**src/rtl/twn_pkg.sv**
```systemverilog
`timescale 1ns/1ps
package twn_pkg;
  localparam int NIB_W  = 4;
  localparam int BYTE_W = 8;

  // marker bit positions are decoded by the device
  localparam int ADDR_MARK_BIT = 5;
  localparam int READ_MARK_BIT = 6;
  localparam int DATA_MARK_BIT = 4;

  typedef enum logic [1:0] {S_IDLE, S_HIGH, S_LOW} seq_st_t;
  typedef enum logic [2:0] {T_IDLE, T_ADDR, T_ADDR_W, T_SECOND, T_SECOND_W} xfer_st_t;

  function automatic logic [BYTE_W-1:0] mk_cmd_byte(input logic [NIB_W-1:0] a, input logic rd);
    logic [BYTE_W-1:0] b;
    b = '0;
    b[NIB_W-1:0] = a;
    b[ADDR_MARK_BIT] = 1'b1;
    b[READ_MARK_BIT] = rd;
    return b;
  endfunction

  function automatic logic [BYTE_W-1:0] mk_data_byte(input logic [NIB_W-1:0] v);
    logic [BYTE_W-1:0] b;
    b = '0;
    b[NIB_W-1:0] = v;
    b[DATA_MARK_BIT] = 1'b1;
    return b;
  endfunction
endpackage

```
**src/rtl/twn_sync2.sv**
```systemverilog
`timescale 1ns/1ps
module twn_sync2 #(
  parameter logic RST_VAL = 1'b0
) (
  input  logic clk_i,
  input  logic rst_ni,
  input  logic d_i,
  output logic q_o
);
  logic [1:0] ff_q;

  always_ff @(posedge clk_i or negedge rst_ni) begin
    if (!rst_ni) ff_q <= {2{RST_VAL}};
    else         ff_q <= {ff_q[0], d_i};
  end

  assign q_o = ff_q[1];
endmodule

```
**src/rtl/twn_bit_seq.sv**
```systemverilog
`timescale 1ns/1ps
module twn_bit_seq
  import twn_pkg::*;
#(
  parameter int HALF_CYC = 175
) (
  input  logic              clk_i,
  input  logic              rst_ni,
  input  logic              start_i,
  input  logic              tx_i,
  input  logic [BYTE_W-1:0] byte_i,
  input  logic              rx_bit_i,
  output logic              sclk_o,
  output logic              sd_o,
  output logic              sd_oe_o,
  output logic              done_o,
  output logic [NIB_W-1:0]  rx_low_o
);
  localparam int CW = (HALF_CYC < 2) ? 1 : $clog2(HALF_CYC);
  localparam logic [CW-1:0] CMAX = CW'(HALF_CYC - 1);
  localparam int IW = $clog2(BYTE_W);
  localparam logic [IW-1:0] LAST_BIT = IW'(BYTE_W - 1);

  seq_st_t           st_q;
  logic [CW-1:0]     cnt_q;
  logic [IW-1:0]     idx_q;
  logic [BYTE_W-1:0] sh_q;
  logic              tx_q, sclk_q, sd_q, oe_q, done_q;

  always_ff @(posedge clk_i or negedge rst_ni) begin
    if (!rst_ni) begin
      st_q   <= S_IDLE;
      cnt_q  <= '0;
      idx_q  <= '0;
      sh_q   <= '0;
      tx_q   <= 1'b0;
      sclk_q <= 1'b1;
      sd_q   <= 1'b0;
      oe_q   <= 1'b0;
      done_q <= 1'b0;
    end else begin
      done_q <= 1'b0;
      case (st_q)
        S_IDLE: if (start_i) begin
          st_q  <= S_HIGH;
          cnt_q <= '0;
          idx_q <= '0;
          sh_q  <= byte_i;
          tx_q  <= tx_i;
          if (tx_i) sd_q <= byte_i[BYTE_W-1];
        end
        S_HIGH: begin
          oe_q <= tx_q; // enable one cycle after the bit is placed
          if (cnt_q == CMAX) begin
            cnt_q  <= '0;
            sclk_q <= 1'b0;
            st_q   <= S_LOW;
            if (!tx_q) sh_q <= {sh_q[BYTE_W-2:0], rx_bit_i};
          end else begin
            cnt_q <= cnt_q + CW'(1);
          end
        end
        S_LOW: begin
          if (cnt_q == CMAX) begin
            cnt_q  <= '0;
            sclk_q <= 1'b1;
            if (tx_q) begin
              sh_q <= {sh_q[BYTE_W-2:0], 1'b0};
              sd_q <= sh_q[BYTE_W-2];
            end
            if (idx_q == LAST_BIT) begin
              st_q   <= S_IDLE;
              oe_q   <= 1'b0;
              done_q <= 1'b1;
            end else begin
              idx_q <= idx_q + IW'(1);
              st_q  <= S_HIGH;
            end
          end else begin
            cnt_q <= cnt_q + CW'(1);
          end
        end
        default: st_q <= S_IDLE;
      endcase
    end
  end

  assign sclk_o   = sclk_q;
  assign sd_o     = sd_q;
  assign sd_oe_o  = oe_q;
  assign done_o   = done_q;
  assign rx_low_o = sh_q[NIB_W-1:0];

  p_sd_steady_low_r1: assert property (@(posedge clk_i) disable iff (!rst_ni)
    (!sclk_q && $past(!sclk_q)) |-> $stable(sd_q));

  p_oe_off_rx_r6: assert property (@(posedge clk_i) disable iff (!rst_ni)
    (st_q != S_IDLE && !tx_q) |-> !oe_q);

  p_idle_clk_high_r5: assert property (@(posedge clk_i) disable iff (!rst_ni)
    (st_q == S_IDLE) |-> sclk_q);
endmodule

```
**src/rtl/twn_xfer_top.sv**
```systemverilog
`timescale 1ns/1ps
module twn_xfer_top
  import twn_pkg::*;
#(
  parameter int HALF_CYC = 175
) (
  input  logic             clk_i,
  input  logic             rst_ni,
  input  logic             req_i,
  input  logic             rd_i,
  input  logic [NIB_W-1:0] addr_i,
  input  logic [NIB_W-1:0] wdata_i,
  input  logic             hold_i,
  output logic [NIB_W-1:0] rdata_o,
  output logic             done_o,
  output logic             ce_o,
  output logic             sclk_o,
  output logic             sd_o,
  output logic             sd_oe_o,
  input  logic             sd_i
);
  xfer_st_t          st_q, st_d;
  logic [NIB_W-1:0]  addr_q, wdata_q, rdata_q;
  logic              rd_q, done_q, ce_q;
  logic              seq_start, seq_tx, seq_done, sd_sync;
  logic [BYTE_W-1:0] seq_byte;
  logic [NIB_W-1:0]  seq_rx;
  logic              fin;

  twn_sync2 #(.RST_VAL(1'b0)) u_sync (
    .clk_i (clk_i),
    .rst_ni(rst_ni),
    .d_i   (sd_i),
    .q_o   (sd_sync)
  );

  twn_bit_seq #(.HALF_CYC(HALF_CYC)) u_seq (
    .clk_i   (clk_i),
    .rst_ni  (rst_ni),
    .start_i (seq_start),
    .tx_i    (seq_tx),
    .byte_i  (seq_byte),
    .rx_bit_i(sd_sync),
    .sclk_o  (sclk_o),
    .sd_o    (sd_o),
    .sd_oe_o (sd_oe_o),
    .done_o  (seq_done),
    .rx_low_o(seq_rx)
  );

  always_comb begin
    st_d      = st_q;
    seq_start = 1'b0;
    seq_tx    = 1'b1;
    seq_byte  = mk_cmd_byte(addr_q, rd_q);
    case (st_q)
      T_IDLE:     if (req_i) st_d = T_ADDR;
      T_ADDR: begin
        seq_start = 1'b1;
        st_d      = T_ADDR_W;
      end
      T_ADDR_W:   if (seq_done) st_d = T_SECOND;
      T_SECOND: begin
        seq_start = 1'b1;
        seq_tx    = !rd_q;
        seq_byte  = mk_data_byte(wdata_q);
        st_d      = T_SECOND_W;
      end
      T_SECOND_W: if (seq_done) st_d = T_IDLE;
      default:    st_d = T_IDLE;
    endcase
  end

  assign fin = (st_q == T_SECOND_W) && seq_done;

  always_ff @(posedge clk_i or negedge rst_ni) begin
    if (!rst_ni) begin
      st_q    <= T_IDLE;
      addr_q  <= '0;
      wdata_q <= '0;
      rd_q    <= 1'b0;
      rdata_q <= '0;
      done_q  <= 1'b0;
      ce_q    <= 1'b0;
    end else begin
      st_q   <= st_d;
      done_q <= fin;
      ce_q   <= hold_i | (st_d != T_IDLE);
      if (st_q == T_IDLE && req_i) begin
        addr_q  <= addr_i;
        wdata_q <= wdata_i;
        rd_q    <= rd_i;
      end
      if (fin && rd_q) rdata_q <= seq_rx;
    end
  end

  assign rdata_o = rdata_q;
  assign done_o  = done_q;
  assign ce_o    = ce_q;

  p_oe_in_frame_r8: assert property (@(posedge clk_i) disable iff (!rst_ni)
    sd_oe_o |-> ce_q);

  p_clk_idle_high_r5: assert property (@(posedge clk_i) disable iff (!rst_ni)
    (st_q == T_IDLE) |-> sclk_o);

  p_done_single_r9: assert property (@(posedge clk_i) disable iff (!rst_ni)
    done_q |=> !done_q);

  p_req_ignored_r9: assert property (@(posedge clk_i) disable iff (!rst_ni)
    (st_q != T_IDLE) |=> ($stable(addr_q) && $stable(wdata_q) && $stable(rd_q)));

  p_ce_idle_low_r8: assert property (@(posedge clk_i) disable iff (!rst_ni)
    (st_q == T_IDLE && !$past(hold_i)) |-> !ce_q);
endmodule

```
**config.mk**
```make
export PLATFORM = sky130hd
export DESIGN_NAME = twn_xfer_top
export DESIGN_NICKNAME = d
export VERILOG_FILES = /design/src/rtl/twn_pkg.sv /design/src/rtl/twn_sync2.sv /design/src/rtl/twn_bit_seq.sv /design/src/rtl/twn_xfer_top.sv
export SDC_FILE = /design/constraint.sdc
export NUM_CORES = 1
export LEC_CHECK = 0
export ABC_AREA = 1
export BUFFER_PORTS_ARGS = -buffer_cell sky130_fd_sc_hd__buf_2
export CORE_ASPECT_RATIO = 1.2
export CORE_UTILIZATION = 54
export CTS_CLUSTER_DIAMETER = 60
export DETAILED_ROUTE_END_ITERATION = 8
export PLACE_DENSITY = 0.74
export SLEW_MARGIN = 20
export SYNTH_ARGS = -nofsm -noshare
export SYNTH_HDL_FRONTEND = slang
export SYNTH_HIERARCHICAL = 1
export SYNTH_SLANG_ARGS = --single-unit
export TNS_END_PERCENT = 30
```
**constraint.sdc**
```tcl
create_clock -name clk_i -period 2.25 [get_ports clk_i]
set_input_delay 0.225 -clock clk_i [delete_from_list [all_inputs] [get_ports clk_i]]
set_output_delay 0.225 -clock clk_i [all_outputs]
set_load 0.02 [all_outputs]
```
==> results.py <==
metrics = {
    "outcome": {
        "status": "finished, final reports clean",
    },
    "place": {
        "finalWeightedCongestion": 0.857,
        "port_buffers": 22,
        "place_area_um2": 2520,
        "dp_hpwl_um": 3300,
    },
    "logic_synthesis": {
        "synth_top_cell_by_area": "dfrtp_1",
        "yosys-top-cells-count": "nand2_1 (102), dfrtp_1 (44), inv_1 (37)",
        "synth-seq-area-share": 0.470,
        "synth_cell_types": 31,
        "syn-num-nets": 326,
        "yosysMostFrequentCell": "nand2_1",
        "ys.flop_type": "dfrtp_1",
        "synthCells": 303,
        "yosys_warnings": 6,
        "synth_edf_count": 0,
        "yosysTopAreaCellShare": 0.460,
        "avgSynthCellArea_um2": 7.91,
        "syn_area_um2": 2400,
        "synth_async_sr_flop_share": 1.00,
        "synthTopCellsByArea": "dfrtp_1 (46%), nand2_1 (16%), inv_1 (5.8%), ha_1 (4.7%), nand3_1 (4.6%)",
        "ys_ff_latch": 45,
    },
    "floorplan": {
        "initial_core_util": 0.562,
        "core_um2": 4260,
        "rows": 26,
        "io_pins": 23,
        "die_area_um2": 4710,
        "die_w_um": 62.8,
        "die_h_um": 75.0,
    },
    "timing": {
        "fmax_mhz": 536,
        "setup_violations": 0,
        "finalCriticalPeriod_ps": 1870,
        "skew_ps": 15.0,
        "slew_violations": 0,
        "finalHoldViolCount": 0,
        "fin_crit_sh": 0.829,
        "finalSetupTns_ps": 0,
        "rsz0062_at_grt": "false",
    },
    "clocking": {
        "clk_latency_ps": 310,
        "cts_root_buf": "clkbuf_8",
        "postCtsSetupRepairBufs": 0,
        "cts_hold_buf": 1,
        "cts_buffers": 5,
        "cts_tree": "built",
        "path_clk_slew_ps": 100,
        "ctsResizeCount": 0,
        "ctsLongestPathBuffers": 2,
        "cts_max_level": 2,
        "clock-sinks": 45,
    },
    "cells_and_area": {
        "areaGrowthSynthToFinish_pct": 10.3,
        "final_core_util": 0.620,
        "stdcell_area_um2": 2640,
        "final_layout_size_suffix_gt1_frac": 0.160,
        "nets": 348,
        "insertedDiodeCount": 0,
    },
    "worst_setup_path": {
        "start_kind": "flip-flop",
        "crit_type": "reg2reg",
        "required_ps": 2450,
        "cp-end-kind": "flip-flop",
        "crit_fanout": 11,
        "critPathArrivalTime_ps": 2070,
    },
    "route": {
        "ant_nets": 0,
        "via_count": 1898,
        "finalWirelength_um": 4390,
        "drtPass1Iterations": 4,
        "viasPerCell": 4.97,
        "route.detailed.drc": 0,
        "drt_iter0_drc": 113,
        "wl_per_cell_um": 11.5,
    },
    "flow_run": {
        "cap_violations": 0,
    },
    "power_and_ir_drop": {
        "power_density_nw_per_um2": 1240,
        "p_leak_nw": 1.45,
        "vdd_ir_drop_max_v": 0.000743,
    },
    "worst_hold_path": {
        "hold_class": "in2reg",
    },
    "global_routing": {
        "grt_overflow": 0,
        "grt_start_max_net_pins": 31,
        "antenna_found_initial": 0,
        "grt_pass1_vias": 1792,
        "grt_pass1_wl_um": 7840,
        "grt.total_usage": 0.218,
    },
}
==> per-layer routing <==
metal	GRT usage	vias up	share of wire
met1	0.252	859	0.45
li1	-	985	-
met4	0.103	0	0.029
met5	0	-	0
met3	0.0470	13	0.032
met2	0.390	41	0.49
==> worst max-delay path, cell delays in order (launching register included) <==
cell     delay (ps)
dfrtp_1         430
inv_1           100
ha_1            430
nor2_1          130
nand2_1          80
nand3_1         100
a21oi_4         230
nand2_2         140
nand2_1          90
nand2_1          50
==> cell families after synthesis <==
group                      after synthesis  synth area share
AOI/OAI and AO/OA                       29            0.0731
other                                    1           0.00157
muxes                                    1           0.00418
xor gates and xnor gates                 2           0.00731
and+or+nand+nor                        166             0.304
DFF                                     45             0.470
adders and majority gates                9            0.0470
buffers and inverters                   50            0.0919
==> through the flow <==
step	instances	total power, mW	hold slack, ps	worst slack, ps
2_1_floorplan	303	2.42	-70.6	693
6_report	382	3.29	30.7	384
5_1_grt	382	3.59	23.9	187
3_3_place_gp	373	2.63	152	467
3_5_place_dp	373	2.67	156	388
4_1_cts	382	3.31	20.5	385
==> cell type report <==
type | instances | area [um2]
Clock buffer | 5 | 68.8
Multi-Input combinational cell | 208 | 1050
Inverter | 41 | 154
Fill cell | 377 | 1620
Timing Repair Buffer | 24 | 128
Clock inverter | 3 | 47.5
Sequential cell | 45 | 1130
Tap cell | 56 | 70.1
==> placed cells by master, fill, tap and decap left out, types with 2 or more instances in the layout <==
| cell | synthesis | final |
|---|---|---|
| a21oi_4 | 2 | 2 |
| buf_2 | 2 | 22 |
| nor2_4 | 3 | 3 |
| nand2_2 | 7 | 7 |
| nand2_1 | 102 | 102 |
| inv_6 | 0 | 2 |
| clkbuf_8 | 0 | 5 |
| inv_1 | 37 | 37 |
| ha_1 | 9 | 9 |
| dfrtp_1 | 44 | 44 |
| o21ai_0 | 18 | 18 |
| a21oi_1 | 6 | 6 |
| nand3_1 | 22 | 22 |
| nand4_1 | 3 | 3 |
| nor2_1 | 19 | 19 |
| inv_2 | 4 | 4 |
| nor3_1 | 5 | 5 |
==> final timing paths <==
check / startpoint / endpoint / slack [ps] / depth (start not counted)
min in group asynchronous: rst_ni / rdata_o[3]$_DFFE_PN0P_ / 340 / 2
max in group asynchronous: rst_ni / u_seq/sclk_o$_DFFE_PN1P_ / 1160 / 3
hold / removal: sd_i / u_sync/ff_q[0]$_DFF_PN0_ / 30 / 1
hold reg to reg: u_sync/ff_q[0]$_DFF_PN0_ / u_sync/ff_q[1]$_DFF_PN0_ / 360 / 0
setup / recovery: u_seq/st_q[0]$_DFFE_PN0P_ / u_seq/sh_q[2]$_DFFE_PN0P_ / 380 / 9
setup reg to reg: u_seq/st_q[0]$_DFFE_PN0P_ / u_seq/sh_q[2]$_DFFE_PN0P_ / 380 / 9
==> where the power goes <==
part | switching [mW] | internal, mW
registers | 0.175 | 1.05
logic | 0.972 | 0.460
clock network | 0.295 | 0.339
total | 1.44 | 1.85
==> flip-flops by register name, summed over array words and instances, names as in the netlist, 3 cells and up <==
name	flops
u_seq/idx_q	3
addr_q	4
u_seq/sh_q	7
wdata_q	4
st_q	3
u_seq/cnt_q	8
rdata_o	4
(Power assumes the default switching activity.)
